## config.mk

```make
export PLATFORM = sky130hd
export DESIGN_NAME = dbgf_decoder
export DESIGN_NICKNAME = d
export VERILOG_FILES = /design/src/rtl/dbgf_pkg.sv /design/src/rtl/dbgf_opdec.sv /design/src/rtl/dbgf_accum.sv /design/src/rtl/dbgf_decoder.sv
export SDC_FILE = /design/constraint.sdc
export NUM_CORES = 1
export LEC_CHECK = 0
export BUFFER_PORTS_ARGS = -buffer_cell sky130_fd_sc_hd__buf_2
export CAP_MARGIN = 30
export CORE_UTILIZATION = 64
export CTS_BUF_LIST = sky130_fd_sc_hd__clkbuf_4 sky130_fd_sc_hd__clkbuf_8
export CTS_CLUSTER_SIZE = 30
export DETAILED_ROUTE_END_ITERATION = 7
export GPL_ROUTABILITY_DRIVEN = 0
export PLACE_DENSITY = 0.88
export SLEW_MARGIN = 20
export SYNTH_ARGS = -nofsm -noshare
export SYNTH_HDL_FRONTEND = slang
export SYNTH_SLANG_ARGS = --single-unit
```

## constraint.sdc

```tcl
create_clock -name clk -period 5.7 [get_ports clk]
set_input_delay 0.285 -clock clk [delete_from_list [all_inputs] [get_ports clk]]
set_output_delay 0.285 -clock clk [all_outputs]
set_load 0.05 [all_outputs]
```

## src/rtl/dbgf_pkg.sv

```systemverilog
package dbgf_pkg;
    typedef enum logic [2:0] {
        K_ILL,
        K_MEM,
        K_CPU,
        K_DBG,
        K_HDR,
        K_PC,
        K_GO
    } kind_e;

    localparam logic [1:0] SZ_ILLEGAL = 2'd3;
endpackage

```

## src/rtl/dbgf_opdec.sv

```systemverilog
module dbgf_opdec
    import dbgf_pkg::*;
#(
    parameter int ADDR_BYTES = 3,
    parameter int DATA_BYTES = 4,
    parameter int CNT_W      = 3
) (
    input  logic [7:0]       op,
    output kind_e            kind,
    output logic [CNT_W-1:0] nbytes,
    output logic [1:0]       size,
    output logic             with_stat,
    output logic             need_halt,
    output logic             ackable
);
    always_comb begin
        kind      = K_ILL;
        nbytes    = '0;
        size      = op[3:2];
        with_stat = 1'b0;
        need_halt = 1'b0;
        ackable   = 1'b0;
        case (op[7:6])
            2'b01, 2'b11: begin
                kind      = K_CPU;
                nbytes    = CNT_W'(DATA_BYTES);
                need_halt = 1'b1;
                ackable   = 1'b1;
            end
            2'b10: begin
                kind    = K_DBG;
                nbytes  = CNT_W'(DATA_BYTES);
                ackable = 1'b1;
            end
            default: begin
                if (op[5:4] == 2'b01 && !op[1] && op[3:2] != SZ_ILLEGAL) begin
                    kind      = K_MEM;
                    nbytes    = CNT_W'(ADDR_BYTES + (1 << op[3:2]));
                    with_stat = op[0];
                    ackable   = !op[0];
                end else if (op[5:0] == 6'h0D || op[5:0] == 6'h0E || op[5:0] == 6'h0F) begin
                    kind   = K_HDR;
                    nbytes = CNT_W'(1);
                end else if (op[5:0] == 6'h01) begin
                    kind    = K_PC;
                    ackable = 1'b1;
                end else if (op[5:0] == 6'h0C) begin
                    kind = K_GO;
                end
            end
        endcase
    end
endmodule

```

## src/rtl/dbgf_accum.sv

```systemverilog
module dbgf_accum #(
    parameter int W = 56
) (
    input  logic         clk,
    input  logic         rst_n,
    input  logic         clr,
    input  logic         shift,
    input  logic [7:0]   din,
    output logic [W-1:0] nxt
);
    logic [W-9:0] sh_d, sh_q;

    assign nxt = {sh_q, din};

    always_comb begin
        sh_d = sh_q;
        if (clr)
            sh_d = '0;
        else if (shift)
            sh_d = nxt[W-9:0];
    end

    always_ff @(posedge clk or negedge rst_n) begin
        if (!rst_n) sh_q <= '0;
        else        sh_q <= sh_d;
    end
endmodule

```

## src/rtl/dbgf_decoder.sv

```systemverilog
module dbgf_decoder
    import dbgf_pkg::*;
#(
    parameter int ADDR_W = 24,
    parameter int DATA_W = 32,
    parameter int REG_W  = 6
) (
    input  logic              clk,
    input  logic              rst_n,
    input  logic [7:0]        rx_byte,
    input  logic              rx_valid,
    input  logic              cpu_halted,
    input  logic              ack_mode,
    output logic              req_mem,
    output logic              req_cpu,
    output logic              req_dbg,
    output logic              req_hdr,
    output logic              pc_capture,
    output logic              resume,
    output logic [ADDR_W-1:0] acc_addr,
    output logic [DATA_W-1:0] acc_wdata,
    output logic [1:0]        acc_size,
    output logic [REG_W-1:0]  reg_num,
    output logic              cpu_ctrl_sel,
    output logic [1:0]        hdr_sel,
    output logic              ack_pulse,
    output logic              stat_valid,
    output logic [7:0]        stat_byte
);
    localparam int ADDR_BYTES = ADDR_W / 8;
    localparam int DATA_BYTES = DATA_W / 8;
    localparam int FULL_W     = ADDR_W + DATA_W;
    localparam int CNT_W      = $clog2(ADDR_BYTES + DATA_BYTES + 1);

    typedef struct packed {
        logic              busy;
        logic [7:0]        op;
        logic [CNT_W-1:0]  cnt;
        logic              err;
        logic              req_mem;
        logic              req_cpu;
        logic              req_dbg;
        logic              req_hdr;
        logic              pc_cap;
        logic              go;
        logic              ack;
        logic              stat_v;
        logic [7:0]        stat;
        logic [ADDR_W-1:0] addr;
        logic [DATA_W-1:0] wdata;
        logic [1:0]        size;
        logic [REG_W-1:0]  regn;
        logic              ctrl;
        logic [1:0]        hsel;
    } st_t;

    st_t s_d, s_q;

    logic [7:0]       op_cur;
    kind_e            kind;
    logic [CNT_W-1:0] nbytes;
    logic [1:0]       dsize;
    logic             with_stat, need_halt, ackable;
    logic [FULL_W-1:0] full;
    logic             last;

    assign op_cur = s_q.busy ? s_q.op : rx_byte;

    dbgf_opdec #(
        .ADDR_BYTES(ADDR_BYTES),
        .DATA_BYTES(DATA_BYTES),
        .CNT_W     (CNT_W)
    ) u_dec (
        .op       (op_cur),
        .kind     (kind),
        .nbytes   (nbytes),
        .size     (dsize),
        .with_stat(with_stat),
        .need_halt(need_halt),
        .ackable  (ackable)
    );

    dbgf_accum #(.W(FULL_W)) u_acc (
        .clk  (clk),
        .rst_n(rst_n),
        .clr  (rx_valid && !s_q.busy),
        .shift(rx_valid && s_q.busy),
        .din  (rx_byte),
        .nxt  (full)
    );

    assign last = rx_valid && (s_q.busy ? (s_q.cnt == CNT_W'(1)) : (nbytes == '0));

    always_comb begin
        s_d         = s_q;
        s_d.req_mem = 1'b0;
        s_d.req_cpu = 1'b0;
        s_d.req_dbg = 1'b0;
        s_d.req_hdr = 1'b0;
        s_d.pc_cap  = 1'b0;
        s_d.go      = 1'b0;
        s_d.ack     = 1'b0;
        s_d.stat_v  = 1'b0;

        if (rx_valid && !s_q.busy && nbytes != '0) begin
            s_d.busy = 1'b1;
            s_d.op   = rx_byte;
            s_d.cnt  = nbytes;
        end else if (rx_valid && s_q.busy && !last) begin
            s_d.cnt = s_q.cnt - CNT_W'(1);
        end

        if (last) begin
            s_d.busy = 1'b0;
            case (kind)
                K_MEM: begin
                    s_d.req_mem = 1'b1;
                    s_d.size    = dsize;
                    s_d.ack     = ackable && ack_mode;
                    case (dsize)
                        2'd0: begin
                            s_d.addr  = full[8 +: ADDR_W];
                            s_d.wdata = {{(DATA_W-8){1'b0}}, full[7:0]};
                        end
                        2'd1: begin
                            s_d.addr  = full[16 +: ADDR_W];
                            s_d.wdata = {{(DATA_W-16){1'b0}}, full[15:0]};
                        end
                        default: begin
                            s_d.addr  = full[DATA_W +: ADDR_W];
                            s_d.wdata = full[DATA_W-1:0];
                        end
                    endcase
                    if (with_stat) begin
                        s_d.stat_v = 1'b1;
                        s_d.stat   = {s_q.err, 7'b0};
                        s_d.err    = 1'b0;
                    end
                end
                K_CPU: begin
                    if (!need_halt || cpu_halted) begin
                        s_d.req_cpu = 1'b1;
                        s_d.regn    = op_cur[REG_W-1:0];
                        s_d.ctrl    = op_cur[7];
                        s_d.wdata   = full[DATA_W-1:0];
                        s_d.ack     = ackable && ack_mode;
                    end else begin
                        s_d.err = 1'b1;
                    end
                end
                K_DBG: begin
                    s_d.req_dbg = 1'b1;
                    s_d.regn    = op_cur[REG_W-1:0];
                    s_d.wdata   = full[DATA_W-1:0];
                    s_d.ack     = ackable && ack_mode;
                end
                K_HDR: begin
                    s_d.req_hdr = 1'b1;
                    s_d.hsel    = op_cur[1:0];
                    s_d.wdata   = {{(DATA_W-8){1'b0}}, full[7:0]};
                end
                K_PC: begin
                    s_d.pc_cap = 1'b1;
                    s_d.ack    = ackable && ack_mode;
                end
                K_GO: begin
                    s_d.go = cpu_halted;
                end
                default: begin
                    s_d.err = 1'b1;
                end
            endcase
        end
    end

    always_ff @(posedge clk or negedge rst_n) begin
        if (!rst_n) s_q <= '0;
        else        s_q <= s_d;
    end

    assign req_mem      = s_q.req_mem;
    assign req_cpu      = s_q.req_cpu;
    assign req_dbg      = s_q.req_dbg;
    assign req_hdr      = s_q.req_hdr;
    assign pc_capture   = s_q.pc_cap;
    assign resume       = s_q.go;
    assign acc_addr     = s_q.addr;
    assign acc_wdata    = s_q.wdata;
    assign acc_size     = s_q.size;
    assign reg_num      = s_q.regn;
    assign cpu_ctrl_sel = s_q.ctrl;
    assign hdr_sel      = s_q.hsel;
    assign ack_pulse    = s_q.ack;
    assign stat_valid   = s_q.stat_v;
    assign stat_byte    = s_q.stat;
endmodule

```

== After elaboration in Yosys (flattened, before gate mapping) ==
Cells that the tools add are included.
W data, S select, Z words.
Word-level totals
  register bits after elaboration: 137
  bits of input ports: 13
  output and inout bits: 83
  word-level logic and storage cells: 126
Operators by class
  add/sub/neg operators: 2
  eq/ne operators: 21
  shift operators: 1
  muxes and demuxes: 46
  bitwise logic cells: 1
  reductions and logical operators: 35
Operator list (number)
  $pmux W32 S4: 1
  $pmux W56 S2: 1
  $mux W48: 2
  $mux W83: 1
  $mux W33: 1
  $mux W32: 1
  $eq A6 B4 Y1 const B: 4
  $mux W3: 8
  $mux W1: 21
  $mux W9: 2
  $pmux W6 S2: 1
  $reduce_and A3 Y1: 4
  $eq A3 B3 Y1 const B: 3
  $logic_and A1 B1 Y1: 8
  $mux W8: 1
  $reduce_bool A2 Y1: 4
  $mux W7: 1
  $eq A2 B1 Y1 const B: 3
  $eq A3 B1 Y1 const B: 2
  $eq A3 B2 Y1 const B: 2
  $eq A6 B1 Y1 const B: 1
  $ne A2 B2 Y1 const B: 3
  $pmux W3 S2: 1
  $reduce_or A3 Y1: 2
  19 further kinds: 28

== Logic depth before layout (Yosys ltp) ==
  word-level depth: 14
  mapped depth: 10

== Hierarchy ==
Synthesis repeated with hierarchy kept, for this count alone.
Unflattened totals
  cells, all modules: 682
  area, all modules: 7118.1 µm²
Modules (own cells, without submodules)
  dbgf_decoder: times used 1, cells each 492, area an instance 4927.2 µm², sequential area each 2227.1 µm²
  dbgf_accum: times used 1, cells each 163, area an instance 2029.4 µm², sequential area each 1201.2 µm²
  dbgf_opdec: times used 1, cells each 27, area an instance 161.4 µm², sequential area each 0.0 µm²

== Least setup slack after synthesis ==
No wires, ideal clock.
  path kind: reg2reg
  start point: reg s_q[95] (netlist bit)
  end point: reg s_q (netlist bit acc_addr[18])
  setup time: 125 ps
  arrival: 1973 ps
  data required time: 5575 ps
  slack: 3603 ps
  cell stages (with the launch flop): 8
  path buffers: 3
  period minus slack after synthesis: 2097 ps
  path through: dfrtp_1 -> buf_6 -> nor4b_2 -> o211ai_4 -> nor3_1 -> buf_2 -> buf_4 -> mux2_2
On the way
  longest elaborated chain between the ends: 11
  elaborated cells between the ends (all ways): 36
  those cells by class: 1 x add/sub; 12 x eq/ne; 1 x shift; 11 x mux; 11 x reduce/logical
RTL lines
  start, declared: RTL line dbgf_decoder.sv:57  | st_t s_d, s_q;
  start signal, assigned: RTL line dbgf_decoder.sv:177  | if (!rst_n) s_q <= '0;
  start signal, assigned: RTL line dbgf_decoder.sv:178  | else s_q <= s_d;
  branches (longest 11 deep; another with $mux W8)
Several ways; the timed one is not identified.
A chain may end at the register's enable or synchronous reset.

== Final worst setup path ==
  start point: reg s_q[95] (netlist bit)
  end point: reg s_q (netlist bit acc_wdata[5])
On the way
  longest elaborated chain between the ends: 11
  elaborated cells between the ends (all ways): 42
  those cells by class: 1 x add/sub; 15 x eq/ne; 1 x shift; 12 x mux; 13 x reduce/logical
RTL lines
  branches (longest 11 deep; another with $mux W8)
Several ways; the timed one is not identified.

==> Implementation_results.wiki <==
{| class="wikitable"
! Metric !! Value
|-
| Pin slew with the least headroom to its limit || 0.897 ns
|-
| Total number of clock tree sinks || between 100 and 150
|-
| Final routed wirelength across all metal layers || ~15 mm
|-
| Clock-pin slew of the registers on the worst-case setup and hold paths || about 0.07 ns
|-
| Netlist Area Pre-Place || 6900 µm²
|-
| Fraction of final layout cells with drive strength greater than 1 || 0.264
|-
| WL per Instance || 18.3 µm
|-
| Total area of multi-input combinational cells || 2560 µm²
|-
| I/O Buffers || 88
|-
| Compound-cell area share of the yosys netlist || 0.182
|-
| Number of standard cells after synthesis || between 600 and 700
|-
| Post-synthesis cell type count || 61
|-
| Crit end category || flop
|-
| Y dimension of the die || 106 µm
|-
| Power density of the placed cells || 631 nW/µm²
|-
| # diodes || 0
|-
| RSZ-0062 raised after global routing || false
|-
| Post-Place Cell Area || 6890 µm²
|-
| Area growth from synthesis to layout || 5.89%
|-
| Slowest library cell on the worst path || sky130_fd_sc_hd__o211ai_1
|-
| Core region area || ~10000 µm²
|-
| Slowest cell delay on critical path || 0.74 ns
|-
| Commonest register cell after synthesis || sky130_fd_sc_hd__dfrtp_1
|-
| Global-route wire length before repair || 24.6 mm
|-
| Maximum level of the CTS H-tree || 4
|-
| Worst setup margin || 2.47 ns
|-
| Number of flip-flops and latches in the synthesized netlist || 137
|-
| Crit path kind || reg -> reg
|-
| Adder-cell share of the synthesized area || 0.00363
|-
| Share of synthesized registers carrying an async set or reset || 1.00
|-
| Run status || complete, no violations
|-
| Worst EP arrival || 3.56 ns
|-
| Num ports || 96
|-
| Layout Nets || 711
|-
| Final Slew Violations || 0
|-
| Leakage || around 3.5 nW
|-
| Clock Latency Late Sink || 0.45 ns
|-
| Pin count of the biggest net entering global routing || 70
|-
| Overall global routing resource usage || 0.288
|-
| Class of the tightest hold or removal check || in -> reg
|-
| Cells along the critical path || buf_12 -> nand3_1 -> o2bb2ai_1 -> o211ai_1 -> nand2_2 -> mux2_1
|-
| Post-CTS setup buffers || 0
|-
| Ratio of final minimum period to clock period || 0.567
|-
| Register area || 3430 µm²
|-
| Post-detailed-route count of antenna-violating nets || 0
|-
| Synthesized-area fraction occupied by and/or/nand/nor cells || 0.0924
|-
| Max Cap Violations || 0
|-
| Yosys warning total || 0
|-
| Clock Skews || 0.0104 ns
|-
| Worst slew margin || 0.399
|-
| Final Hold Viols || 0
|-
| Number of buffers inserted during clock tree synthesis || 17
|-
| Critical path fanouts, max || 40
|-
| Drc violations || 0
|-
| Average cell area after synthesis || 9.99 µm²
|-
| Dominant combinational cell family by area after synthesis || compound AO/OA/AOI/OAI gates
|-
| Placed wire-length estimate || 10.4 mm
|-
| Final Cell Area || between 7000 and 8000 µm²
|-
| Number of iterations in the first detailed-routing pass || 7
|-
| Cell Rows || 37
|-
| Clock tree root driver cell || sky130_fd_sc_hd__clkbuf_8
|-
| Total die area || 11200 µm²
|-
| Required time of the critical path || 6.03 ns
|-
| Final-layout setup total negative slack || 0 ns
|-
| Sequential-to-total area share from yosys stat || 0.497
|-
| Sum of overflow across all layers after global routing || 0
|-
| Die Wd || between 100 and 150 µm
|-
| # setup viols final || 0
|-
| Kind of start point of the critical path || flop
|-
| Count of flip-flops with a built-in enable after synthesis || 0
|-
| Vias in the first global route || 4814
|-
| Worst slack at placement || ~2.2 ns
|-
| Worst-case clock buffer depth || 2
|-
| Via count || 5190
|-
| Proportion of synthesized area in mux cells || 0.0807
|-
| Xor-xnor portion of the synthesized cell area || 0.00254
|-
| CTS tree || done
|-
| Count of filler cells inserted in the layout || 743
|-
| Count of routing violations after the opening detailed-route iteration || approximately 550
|-
| Antenna violations before repair || 0
|-
| Effective utilization at floorplan || 0.666
|-
| Max VDD drop || 372 µV
|-
| Detail-routed via count per cell || 6.14
|-
| Crit path time final || 3.23 ns
|-
| Fmax || a little over 300 MHz
|}
-- final timing paths --
path                       slack (ns)        endpoint        from  cells past startpoint
hold reg to reg                  0.49      reg_num[3]  reg_num[3]                      2
max in group asynchronous        4.28  u_acc.sh_q[32]       rst_n                      4
hold / removal                    0.1       ack_pulse    ack_mode                      2
setup / recovery                 2.47    acc_wdata[5]     s_q[95]                      6
setup reg to reg                 2.47    acc_wdata[5]     s_q[95]                      6
min in group asynchronous        0.34         s_q[87]       rst_n                      2
-- layout make-up --
type,count,share of cell area
sequential,137,0.469
multi-input combinational,385,0.350
timing repair buffer,97,0.0757
clock buffer,26,0.0430
inverter,58,0.0298
tap,136,0.0233
clock inverter,6,0.00890
-- power breakdown --
part	leakage (nW)	internal [mW]	switching, mW	total [mW]
Clock	0.200	0.402	0.363	0.765
Combinational	1.56	0.625	1.67	2.30
Sequential	1.79	1.31	0.239	1.55
Total	3.55	2.34	2.27	4.61
-- per-stage QoR --
step,power [mW],utilization,hold slack (ns),std cells
final,4.61,0.705,0.0976,845
after global routing,4.84,0.705,0.0977,845
after CTS,4.58,0.702,0.0931,843
after detailed placement,3.81,0.664,0.258,810
after global placement,3.71,0.661,0.251,809
after floorplan,3.54,-,-0.0106,697
-- critical path, delay by kind of cell, from the launching register on --
kind	cells	cell delay, ns
compound gates	2	0.97
simple gates	2	0.80
flops	1	0.56
mux	1	0.48
buf+inv	1	0.27
-- state kept, by name (all words and copies together) (netlist names), 2 cells and up --
register	cells
acc_size	2
s_q	13
acc_wdata	32
acc_addr	24
reg_num	6
u_acc.sh_q	48
hdr_sel	2
-- cells in the mapped netlist (17+ instances only) --
library cell	instances	area share
sky130_fd_sc_hd__a21oi_1	55	0.040
sky130_fd_sc_hd__inv_1	58	0.032
sky130_fd_sc_hd__buf_4	77	0.084
sky130_fd_sc_hd__nor2_1	60	0.033
sky130_fd_sc_hd__nand2_1	17	0.0092
sky130_fd_sc_hd__o21ai_0	50	0.036
sky130_fd_sc_hd__o22ai_1	30	0.027
sky130_fd_sc_hd__o31ai_1	20	0.022
sky130_fd_sc_hd__mux2_2	38	0.062
sky130_fd_sc_hd__nand3_1	27	0.020
sky130_fd_sc_hd__clkbuf_1	29	0.016
sky130_fd_sc_hd__dfrtp_1	137	0.50
-- cells by family after synthesis --
logic type	after synthesis
compound gates	192
buf+inv	175
mux	50
flops	137
simple gates	132
other cells	1
xor+xnor	2
fa+ha+maj	2
-- metal layers --
metal / vias to the layer above / wire length (µm) / part of all wire / global-route usage
li1: 2335 / - / - / -
met1: 2526 / 6700 / 0.43 / 0.422
met2: 287 / 7070 / 0.46 / 0.416
met3: 42 / 1340 / 0.086 / 0.0649
met4: 0 / 345 / 0.022 / 0.121
met5: - / 0 / 0 / 0
-- repair_timing --
item | 4_1_cts | 5_1_grt
gates resized for setup | 0 | 0
hold buffers | 1 | 0
endpoints found under the hold margin | 54 | 0
-- cells in the final DEF (no fill, tap or decap), types with 3 or more instances in the layout --
cell type	count
sky130_fd_sc_hd__a211o_1	3
sky130_fd_sc_hd__a21oi_1	55
sky130_fd_sc_hd__a22oi_1	8
sky130_fd_sc_hd__and2_1	3
sky130_fd_sc_hd__buf_2	87
sky130_fd_sc_hd__buf_4	5
sky130_fd_sc_hd__clkbuf_4	7
sky130_fd_sc_hd__clkbuf_8	19
sky130_fd_sc_hd__conb_1	7
sky130_fd_sc_hd__dfrtp_1	136
sky130_fd_sc_hd__inv_1	58
sky130_fd_sc_hd__mux2_1	4
sky130_fd_sc_hd__mux2_2	38
sky130_fd_sc_hd__mux2i_1	5
sky130_fd_sc_hd__nand2_1	17
sky130_fd_sc_hd__nand2b_1	3
sky130_fd_sc_hd__nand3_1	27
sky130_fd_sc_hd__nor2_1	60
sky130_fd_sc_hd__nor3_1	3
sky130_fd_sc_hd__nor4b_1	3
sky130_fd_sc_hd__o21ai_0	50
sky130_fd_sc_hd__o22ai_1	30
sky130_fd_sc_hd__o31ai_1	20
Power figures use the tool's default switching activity.
